### src/rtl/sio_i2c_pkg.sv
package sio_i2c_pkg;

   // One cycle worth of decoded bus events
   typedef struct packed {
      logic start;
      logic stop;
      logic ack;
      logic nack;
      logic coll;
   } bus_evt_t;

   localparam bus_evt_t EVT_NONE = '{default: 1'b0};

   function automatic int max_of(input int a, input int b);
      return (a > b) ? a : b;
   endfunction

   function automatic int bits_for(input int value);
      return (value < 2) ? 1 : $clog2(value + 1);
   endfunction

endpackage

### src/rtl/sio_i2c_glitch_filter.sv
module sio_i2c_glitch_filter #(
   parameter int SYNC_STAGES = 2,
   parameter int LEN_WIDE    = 10,
   parameter int LEN_NARROW  = 3,
   parameter bit RST_LEVEL   = 1'b1
) (
   input  logic clk,
   input  logic rst_n,
   input  logic wide_sel,
   input  logic pad_i,
   output logic filt_o
);
   import sio_i2c_pkg::*;

   localparam int LEN_MAX = max_of(LEN_WIDE, LEN_NARROW);
   localparam int CW      = bits_for(LEN_MAX);
   localparam logic [CW-1:0] LIM_WIDE   = CW'(LEN_WIDE - 1);
   localparam logic [CW-1:0] LIM_NARROW = CW'(LEN_NARROW - 1);

   if (SYNC_STAGES < 1) begin : g_bad_sync
      $error("sio_i2c_glitch_filter: SYNC_STAGES must be at least 1");
   end
   if (LEN_WIDE < 1 || LEN_NARROW < 1) begin : g_bad_len
      $error("sio_i2c_glitch_filter: filter lengths must be at least 1");
   end

   logic [SYNC_STAGES-1:0] sync_q;
   logic                   sync_lvl;

   // Synchronizer chain, one stage per generate step
   for (genvar s = 0; s < SYNC_STAGES; s++) begin : g_sync
      if (s == 0) begin : g_first
         always_ff @(posedge clk or negedge rst_n) begin
            if (!rst_n) sync_q[0] <= RST_LEVEL;
            else        sync_q[0] <= pad_i;
         end
      end else begin : g_next
         always_ff @(posedge clk or negedge rst_n) begin
            if (!rst_n) sync_q[s] <= RST_LEVEL;
            else        sync_q[s] <= sync_q[s-1];
         end
      end
   end

   assign sync_lvl = sync_q[SYNC_STAGES-1];

   logic [CW-1:0] run_cnt;
   logic [CW-1:0] limit;
   logic          level_q;

   always_comb begin
      limit = wide_sel ? LIM_WIDE : LIM_NARROW;
   end

   // Output flips only after LEN consecutive differing samples
   always_ff @(posedge clk or negedge rst_n) begin
      if (!rst_n) begin
         level_q <= RST_LEVEL;
         run_cnt <= '0;
      end else if (sync_lvl == level_q) begin
         run_cnt <= '0;
      end else if (run_cnt >= limit) begin
         level_q <= sync_lvl;
         run_cnt <= '0;
      end else begin
         run_cnt <= run_cnt + 1'b1;
      end
   end

   assign filt_o = level_q;

endmodule

### src/rtl/sio_i2c_bus_events.sv
module sio_i2c_bus_events #(
   parameter int DATA_BITS = 8,
   parameter int CNT_W     = 4
) (
   input  logic                  clk,
   input  logic                  rst_n,
   input  logic                  scl_f,
   input  logic                  sda_f,
   input  logic                  ser_en,
   input  logic                  own_sda,
   input  logic [CNT_W-1:0]      bit_cnt,
   output logic                  scl_fall,
   output sio_i2c_pkg::bus_evt_t evt
);
   import sio_i2c_pkg::*;

   localparam logic [CNT_W-1:0] ACK_SLOT  = CNT_W'(DATA_BITS + 1);
   localparam logic [CNT_W-1:0] FIRST_BIT = CNT_W'(1);
   localparam logic [CNT_W-1:0] LAST_BIT  = CNT_W'(DATA_BITS);

   logic scl_q;
   logic sda_q;

   always_ff @(posedge clk or negedge rst_n) begin
      if (!rst_n) begin
         scl_q <= 1'b1;
         sda_q <= 1'b1;
      end else begin
         scl_q <= scl_f;
         sda_q <= sda_f;
      end
   end

   logic scl_rise;
   logic scl_steady_hi;
   logic in_ack_slot;
   logic in_data_slot;

   always_comb begin
      scl_rise      = scl_f & ~scl_q;
      scl_fall      = ~scl_f & scl_q;
      scl_steady_hi = scl_f & scl_q;
      in_ack_slot   = (bit_cnt == ACK_SLOT);
      in_data_slot  = (bit_cnt >= FIRST_BIT) && (bit_cnt <= LAST_BIT);
   end

   always_comb begin
      evt       = EVT_NONE;
      evt.start = scl_steady_hi & sda_q & ~sda_f;
      evt.stop  = scl_steady_hi & ~sda_q & sda_f;
      evt.ack   = scl_rise & ser_en & in_ack_slot & ~sda_f;
      evt.nack  = scl_rise & ser_en & in_ack_slot & sda_f;
      evt.coll  = scl_rise & ser_en & in_data_slot & own_sda & ~sda_f;
   end

endmodule

### src/rtl/sio_i2c_sda_delay.sv
module sio_i2c_sda_delay #(
   parameter bit DELAY_EN = 1'b1,
   parameter int DLY_CLKS = 4
) (
   input  logic clk,
   input  logic rst_n,
   input  logic i2c_mode,
   input  logic ser_en,
   input  logic tx_bit,
   input  logic init_lvl,
   input  logic scl_fall,
   output logic sda_lvl
);
   import sio_i2c_pkg::*;

   localparam int DW = bits_for(DLY_CLKS);
   localparam logic [DW-1:0] DLY_LOAD = DW'(DLY_CLKS - 1);

   logic desired;
   assign desired = ser_en ? tx_bit : init_lvl;

   if (!DELAY_EN) begin : g_direct
      // No hold-off variant: level follows the source in both modes
      assign sda_lvl = desired;
   end else begin : g_delayed
      if (DLY_CLKS < 2) begin : g_bad_dly
         $error("sio_i2c_sda_delay: DLY_CLKS must be at least 2");
      end

      logic          held;
      logic          armed;
      logic [DW-1:0] cnt;

      always_ff @(posedge clk or negedge rst_n) begin
         if (!rst_n) begin
            held  <= 1'b1;
            armed <= 1'b0;
            cnt   <= '0;
         end else if (!i2c_mode || !ser_en) begin
            held  <= desired;
            armed <= 1'b0;
         end else if (scl_fall) begin
            armed <= 1'b1;
            cnt   <= DLY_LOAD;
         end else if (armed) begin
            if (cnt == DW'(1)) begin
               held  <= tx_bit;
               armed <= 1'b0;
            end else begin
               cnt <= cnt - 1'b1;
            end
         end
      end

      assign sda_lvl = i2c_mode ? held : desired;
   end

endmodule

### src/rtl/sio_i2c_mode_wrap.sv
module sio_i2c_mode_wrap #(
   parameter int DATA_BITS      = 8,
   parameter int SYNC_STAGES    = 2,
   parameter int FILT_I2C_CLKS  = 10,
   parameter int FILT_NORM_CLKS = 3,
   parameter bit OUT_DELAY_EN   = 1'b1,
   parameter int SDA_DLY_CLKS   = 4,
   parameter int CNT_W          = $clog2(DATA_BITS + 2)
) (
   input  logic             clk,
   input  logic             rst_n,
   input  logic             i2c_mode,
   input  logic             ser_en,
   input  logic             init_sda,
   input  logic             bc_sel,
   input  logic             scl_pad_i,
   input  logic             sda_pad_i,
   input  logic             scl_clk_i,
   input  logic             tx_bit_i,
   input  logic [CNT_W-1:0] bit_cnt_i,
   input  logic             tx_done_i,
   input  logic             rx_done_i,
   output logic             scl_o,
   output logic             scl_oe,
   output logic             sda_o,
   output logic             sda_oe,
   output logic             scl_rd,
   output logic             sda_rd,
   output logic             irq_tx,
   output logic             irq_rx,
   output logic             irq_bc,
   output logic             dma_req
);
   import sio_i2c_pkg::*;

   if (DATA_BITS < 1) begin : g_bad_bits
      $error("sio_i2c_mode_wrap: DATA_BITS must be at least 1");
   end
   if (CNT_W < $clog2(DATA_BITS + 2)) begin : g_bad_cnt
      $error("sio_i2c_mode_wrap: CNT_W cannot hold the acknowledge slot");
   end
   if (OUT_DELAY_EN && SDA_DLY_CLKS >= FILT_I2C_CLKS) begin : g_bad_ratio
      $error("sio_i2c_mode_wrap: SDA delay must be shorter than the I2C filter");
   end

   // ---------------- input filtering ----------------
   logic scl_f;
   logic sda_f;

   sio_i2c_glitch_filter #(
      .SYNC_STAGES (SYNC_STAGES),
      .LEN_WIDE    (FILT_I2C_CLKS),
      .LEN_NARROW  (FILT_NORM_CLKS),
      .RST_LEVEL   (1'b1)
   ) scl_filt_i (
      .clk      (clk),
      .rst_n    (rst_n),
      .wide_sel (i2c_mode),
      .pad_i    (scl_pad_i),
      .filt_o   (scl_f)
   );

   sio_i2c_glitch_filter #(
      .SYNC_STAGES (SYNC_STAGES),
      .LEN_WIDE    (FILT_I2C_CLKS),
      .LEN_NARROW  (FILT_NORM_CLKS),
      .RST_LEVEL   (1'b1)
   ) sda_filt_i (
      .clk      (clk),
      .rst_n    (rst_n),
      .wide_sel (i2c_mode),
      .pad_i    (sda_pad_i),
      .filt_o   (sda_f)
   );

   // ---------------- SDA output timing ----------------
   logic     sda_lvl;
   logic     scl_fall;
   bus_evt_t evt;

   sio_i2c_sda_delay #(
      .DELAY_EN (OUT_DELAY_EN),
      .DLY_CLKS (SDA_DLY_CLKS)
   ) sda_dly_i (
      .clk      (clk),
      .rst_n    (rst_n),
      .i2c_mode (i2c_mode),
      .ser_en   (ser_en),
      .tx_bit   (tx_bit_i),
      .init_lvl (init_sda),
      .scl_fall (scl_fall),
      .sda_lvl  (sda_lvl)
   );

   // ---------------- bus event decode ----------------
   sio_i2c_bus_events #(
      .DATA_BITS (DATA_BITS),
      .CNT_W     (CNT_W)
   ) events_i (
      .clk      (clk),
      .rst_n    (rst_n),
      .scl_f    (scl_f),
      .sda_f    (sda_f),
      .ser_en   (ser_en),
      .own_sda  (sda_lvl),
      .bit_cnt  (bit_cnt_i),
      .scl_fall (scl_fall),
      .evt      (evt)
   );

   // ---------------- source routing ----------------
   always_comb begin
      if (i2c_mode) begin
         irq_tx  = evt.nack;
         irq_rx  = evt.start | evt.stop;
         dma_req = evt.ack;
         irq_bc  = bc_sel ? evt.ack : evt.coll;
      end else begin
         irq_tx  = tx_done_i;
         irq_rx  = rx_done_i;
         dma_req = rx_done_i;
         irq_bc  = 1'b0;
      end
   end

   // ---------------- pad drive ----------------
   always_comb begin
      scl_o  = scl_clk_i;
      sda_o  = sda_lvl;
      scl_oe = i2c_mode ? ~scl_clk_i : 1'b1;
      sda_oe = i2c_mode ? ~sda_lvl   : 1'b1;
   end

   assign scl_rd = scl_f;
   assign sda_rd = sda_f;

endmodule

### config.mk
export PLATFORM = sky130hd
export DESIGN_NAME = sio_i2c_mode_wrap
export DESIGN_NICKNAME = d
export VERILOG_FILES = /design/src/rtl/sio_i2c_pkg.sv /design/src/rtl/sio_i2c_glitch_filter.sv /design/src/rtl/sio_i2c_bus_events.sv /design/src/rtl/sio_i2c_sda_delay.sv /design/src/rtl/sio_i2c_mode_wrap.sv
export SDC_FILE = /design/constraint.sdc
export NUM_CORES = 1
export LEC_CHECK = 0
export BUFFER_PORTS_ARGS = -buffer_cell sky130_fd_sc_hd__buf_4
export CAP_MARGIN = 15
export CORE_UTILIZATION = 25
export CTS_CLUSTER_SIZE = 14
export DETAILED_ROUTE_END_ITERATION = 12
export PLACE_DENSITY_LB_ADDON = 0.25
export SYNTH_ARGS = -nofsm -noshare
export SYNTH_HDL_FRONTEND = slang
export SYNTH_SLANG_ARGS = --single-unit
### constraint.sdc
create_clock -name clk -period 1.7 [get_ports clk]
set_input_delay 0.085 -clock clk [delete_from_list [all_inputs] [get_ports clk]]
set_output_delay 0.085 -clock clk [all_outputs]
set_load 0.02 [all_outputs]
==> results by stage <==
Critical path:
- The worst setup path is captured at a primary output.
- The start-to-end type of the worst setup path is reg -> out.
- The startpoint class of the critical path is a flip-flop.
- Along the worst path, the maximum fanout reaches 5.
- Data on the critical path arrives at its endpoint at between 1.5 and 2 ns.
- Data on the critical path is required at its endpoint by 1.62 ns.

Timing:
- The smallest setup slack after layout is around 0.075 ns.
- In this run the tightest slew margin relative to its limit is 74.7%.
- Dividing the final minimum period by the clock period gives 95.6%.
- The count of pins over their slew limit is 0.
- The smallest clock period supported by the final layout is computed as roughly 1.6 ns.
- The actual transition at the worst max-transition pin is about 0.38 ns.
- Across the routed clock network, the largest skew measured is 0.00299 ns.
- The final-report setup violation count is 0.
- The final count of hold timing violations came to 0.
- Static timing analysis puts the maximum clock frequency at 0.615 GHz.
- Setup repair after global routing left no endpoint under its margin.
- Setup total negative slack on the finished layout was measured at 0 ns.

Die:
- The floorplan has 24 rows.
- The full die area is between 0.004 and 0.005 mm2.
- The I/O pin count is 26.
- Measured along the y axis, the die boundary spans 70.2 um.
- The area of the placeable core is between 0.004 and 0.005 mm2.
- Measured along the x axis, the die boundary spans about 70 um.
- The effective utilization at floorplan is between 20% and 30%.

Power:
- In this run, flip-flops and latches consume between 40% and 50% of the power.
- The internal portion of the total power is 1.22 mW.
- Net switching is 34.7% of the power.
- The power density over the cells is roughly 1200 mW/mm2.
- The part of the power in combinational logic is between 30% and 40%.
- In this run the power spent charging and discharging nets is 0.647 mW.
- After layout, the design draws a total of approximately 1.9 mW.
- The standby leakage power is about 0.70 nW.
- The clock network fraction of total power is 17.3%.
- The maximum vdd drop is 0.321 mV.

Layout:
- After the last flow step, the layout net total stands at approximately 170.
- The post-route cell area is about 0.0015 mm2.
- In the final layout, the share of cells above drive strength 1 is 33.3%.
- The number of antenna diodes in the final layout is 0.
- In the final layout, the registers with the most flip-flops are scl_filt_i.run_cnt: 4 flops, sda_filt_i.run_cnt: 4 flops, sda_dly_i.g_delayed.cnt: 3 flops.
- Compared with the post-synthesis result, the final layout area differs by 29.5%.
- Once layout is complete, the cells apart from fillers number slightly below 200.

Yosys:
- The cell area after synthesis is 0.00116 mm2.
- The gate count after technology mapping is approximately 110.
- Synthesis instantiated 35 different standard cells from the library.
- The most area-hungry cell type in the Yosys netlist is sky130_fd_sc_hd__dfrtp_1.
- The share of the Yosys chip area taken by registers is a little under half.
- The count of warnings emitted by yosys is 0.
- The synthesized area divided by synthesized cell count is between 10 and 15 um2.
- The number of nets produced by synthesis is around 140.
- Of the post-synthesis cell area, the dominant cell type holds 25.8%.
- In the post-synthesis netlist, the biggest area contributors are sky130_fd_sc_hd__dfrtp_1 (26%), sky130_fd_sc_hd__dfstp_2 (20%), sky130_fd_sc_hd__ha_1 (11%).
- The total of flip-flops plus latches after synthesis is 21.

Global route:
- Global routing finished with a remaining overflow of 0.
- Global routing used around 10% of the available tracks across all layers.
- The wire length of the first global-routing pass is 3.80 mm.
- Entering global routing, the biggest net connects 22 pins.
- The number of global-route vias before repair is around 870.
- The initial antenna violation count is 0.

Run status:
- The run finished with clean final reports.

Routing:
- The first-iteration detailed-routing DRC count is 13.
- In the routed layout, each cell is associated on average with a via count of roughly 4.5.
- The routed wire length is approximately 2.2 mm.
- Dividing the detail-routed wire length by the instance count gives between 10 and 15 um.
- The post-detailed-route DRC marker count is 0.
- Summing over every cut layer, the via total after detailed routing is ~900.
- The total iterations of the first detailed-routing run is 4.
- In this run the remaining antenna-violating nets after routing total 0.

Clock network:
- In this run the number of H-tree levels came out at 1.
- The count of instances resized after the clock tree is built is 0.
- The buffer levels on the longest clock path is 2.
- In this run, CTS created clock tree buffers numbering 3.
- CTS saw 21 sinks.
- The clock latency at the later pin of the worst-skew pair is approximately 0.26 ns.
- The root cell of the clock tree is sky130_fd_sc_hd__clkbuf_8.
- TritonCTS built the clock tree.
- Clock-pin slew was measured on the worst setup and hold paths at 0.07 ns.

Place:
- At the end of routability-driven placement, the weighted congestion stood at roughly 0.86.
- In this run, placement finished with an instance count of ~190.
- The setup slack at placement is about 0.14 ns.
- After legalization and detailed placement, the total HPWL measured 1.72 mm.
- In this run the tool buffered the top-level ports with 25 buffer cells.
- The placed cell area is approximately 0.0014 mm2.

Job:
- The max capacitance violation total is 0.

Hold path:
- The worst hold-check path type is in -> reg.
[timing repair]
action	CTS	global route
hold endpoints to repair	23	0
setup buffers	0	3
setup endpoints to repair	0	2
hold buffers	3	0
[worst max-delay path, cell delays in order (launching register included)]
cell                       delay, ns
sky130_fd_sc_hd__dfstp_2        0.57
sky130_fd_sc_hd__nand2b_1       0.08
sky130_fd_sc_hd__or3_1          0.35
sky130_fd_sc_hd__o21ai_1        0.14
sky130_fd_sc_hd__buf_4          0.15
[final cells by class]
| cell class | count | area, um2 |
|---|---|---|
| inverter | 13 | 48.8 |
| multi-input combinational | 78 | 569 |
| timing repair buffer | 31 | 240 |
| sequential | 21 | 537 |
| clock buffer | 4 | 45.0 |
| tap | 52 | 65.1 |
| fill | 458 | 2910 |
[routing by layer]
layer  vias to the layer above  global-route usage [%]  share of wire, %
met5                         -                       0                 0
met4                         0                    4.67               1.7
met3                         4                    2.45               4.6
met2                        25                    18.9                51
met1                       424                    10.3                43
li1                        448                       -                 -
[final timing paths]
path | from | endpoint | slack (ns) | cells past startpoint
hold / removal | ser_en | sda_dly_i.g_delayed.held | 0.13 | 2
setup / recovery | scl_filt_i.filt_o | dma_req | 0.08 | 4
setup reg to reg | scl_filt_i.run_cnt[0] | scl_filt_i.filt_o | 0.13 | 6
min in group asynchronous | rst_n | sda_dly_i.g_delayed.cnt[2] | 0.25 | 2
max in group asynchronous | rst_n | sda_filt_i.filt_o | 1.17 | 2
hold reg to reg | sda_filt_i.sync_q[0] | sda_filt_i.sync_lvl | 0.36 | 0
[cell usage in the layout, fill, tap and decap left out, types with 2 or more instances in the layout]
cell | Yosys | layout
sky130_fd_sc_hd__o211ai_1 | 2 | 2
sky130_fd_sc_hd__inv_1 | 12 | 12
sky130_fd_sc_hd__dlygate4sd3_1 | 0 | 3
sky130_fd_sc_hd__mux2_1 | 2 | 2
sky130_fd_sc_hd__xnor2_1 | 4 | 4
sky130_fd_sc_hd__dfstp_2 | 9 | 9
sky130_fd_sc_hd__ha_1 | 10 | 10
sky130_fd_sc_hd__nand2_1 | 7 | 7
sky130_fd_sc_hd__nand3_1 | 5 | 5
sky130_fd_sc_hd__nand2b_1 | 4 | 4
sky130_fd_sc_hd__o21ai_1 | 3 | 3
sky130_fd_sc_hd__nor2_1 | 13 | 13
sky130_fd_sc_hd__nor3_1 | 2 | 2
sky130_fd_sc_hd__xor2_1 | 4 | 4
sky130_fd_sc_hd__nor2b_1 | 2 | 2
sky130_fd_sc_hd__buf_4 | 1 | 28
sky130_fd_sc_hd__a211oi_2 | 2 | 2
sky130_fd_sc_hd__dfrtp_1 | 12 | 12
sky130_fd_sc_hd__clkbuf_8 | 0 | 3
sky130_fd_sc_hd__a31oi_1 | 2 | 2
[cell usage after synthesis]
| cell | instances |
|---|---|
| sky130_fd_sc_hd__nand2_1 | 7 |
| sky130_fd_sc_hd__mux2i_1 | 1 |
| sky130_fd_sc_hd__nor3_1 | 2 |
| sky130_fd_sc_hd__xor2_1 | 4 |
| sky130_fd_sc_hd__a31oi_1 | 2 |
| sky130_fd_sc_hd__a2111o_1 | 1 |
| sky130_fd_sc_hd__o21ai_0 | 1 |
| sky130_fd_sc_hd__nor2_2 | 1 |
| sky130_fd_sc_hd__or2_1 | 1 |
| sky130_fd_sc_hd__ha_1 | 10 |
| sky130_fd_sc_hd__nor2b_1 | 2 |
| sky130_fd_sc_hd__o21ai_1 | 3 |
| sky130_fd_sc_hd__and2_1 | 1 |
| sky130_fd_sc_hd__nand2b_4 | 1 |
| sky130_fd_sc_hd__nand3_1 | 5 |
| sky130_fd_sc_hd__dfrtp_1 | 12 |
| sky130_fd_sc_hd__xnor2_1 | 4 |
| sky130_fd_sc_hd__inv_1 | 12 |
| sky130_fd_sc_hd__nor2_1 | 13 |
| sky130_fd_sc_hd__inv_2 | 1 |
| sky130_fd_sc_hd__nand2_2 | 1 |
| sky130_fd_sc_hd__a41oi_2 | 1 |
| sky130_fd_sc_hd__or3_1 | 1 |
| sky130_fd_sc_hd__a211oi_2 | 2 |
| sky130_fd_sc_hd__o41ai_1 | 1 |
| sky130_fd_sc_hd__mux2_1 | 2 |
| sky130_fd_sc_hd__nand2b_1 | 4 |
| sky130_fd_sc_hd__a21oi_2 | 1 |
| sky130_fd_sc_hd__and3_2 | 1 |
| sky130_fd_sc_hd__a311o_1 | 1 |
| sky130_fd_sc_hd__nand4_1 | 1 |
| sky130_fd_sc_hd__buf_4 | 1 |
| sky130_fd_sc_hd__nor3b_1 | 1 |
| sky130_fd_sc_hd__dfstp_2 | 9 |
| sky130_fd_sc_hd__o211ai_1 | 2 |
[metrics by stage]
stage,hold slack [ns],utilization [%]
after floorplan,-0.211,-
after global placement,-0.0156,31.9
after detailed placement,-0.0101,31.9
after CTS,0.123,33.6
after global routing,0.134,34.1
final,0.133,34.1
[power by group through the flow]
stage | combinational (mW) | sequential (mW) | clock (mW)
after CTS | 0.681 | 0.820 | 0.341
final | 0.732 | 0.811 | 0.322
after floorplan | 0.452 | 0.832 | 0
after global routing | 0.823 | 0.839 | 0.354
after detailed placement | 0.674 | 0.830 | 0
after global placement | 0.651 | 0.820 | 0
[cell families after synthesis]
kind of cell | after synthesis | synth area share, %
XOR/XNOR | 8 | 6.03
adder cells (fa/ha/maj) | 10 | 10.8
buffers and inverters | 14 | 4.84
multiplexers | 3 | 2.80
AND/OR/NAND/NOR | 42 | 18.4
AO/OA/AOI/OAI | 15 | 11.0
flip-flops | 21 | 46.2
Note: power is estimated with default switching activity, not from simulation.
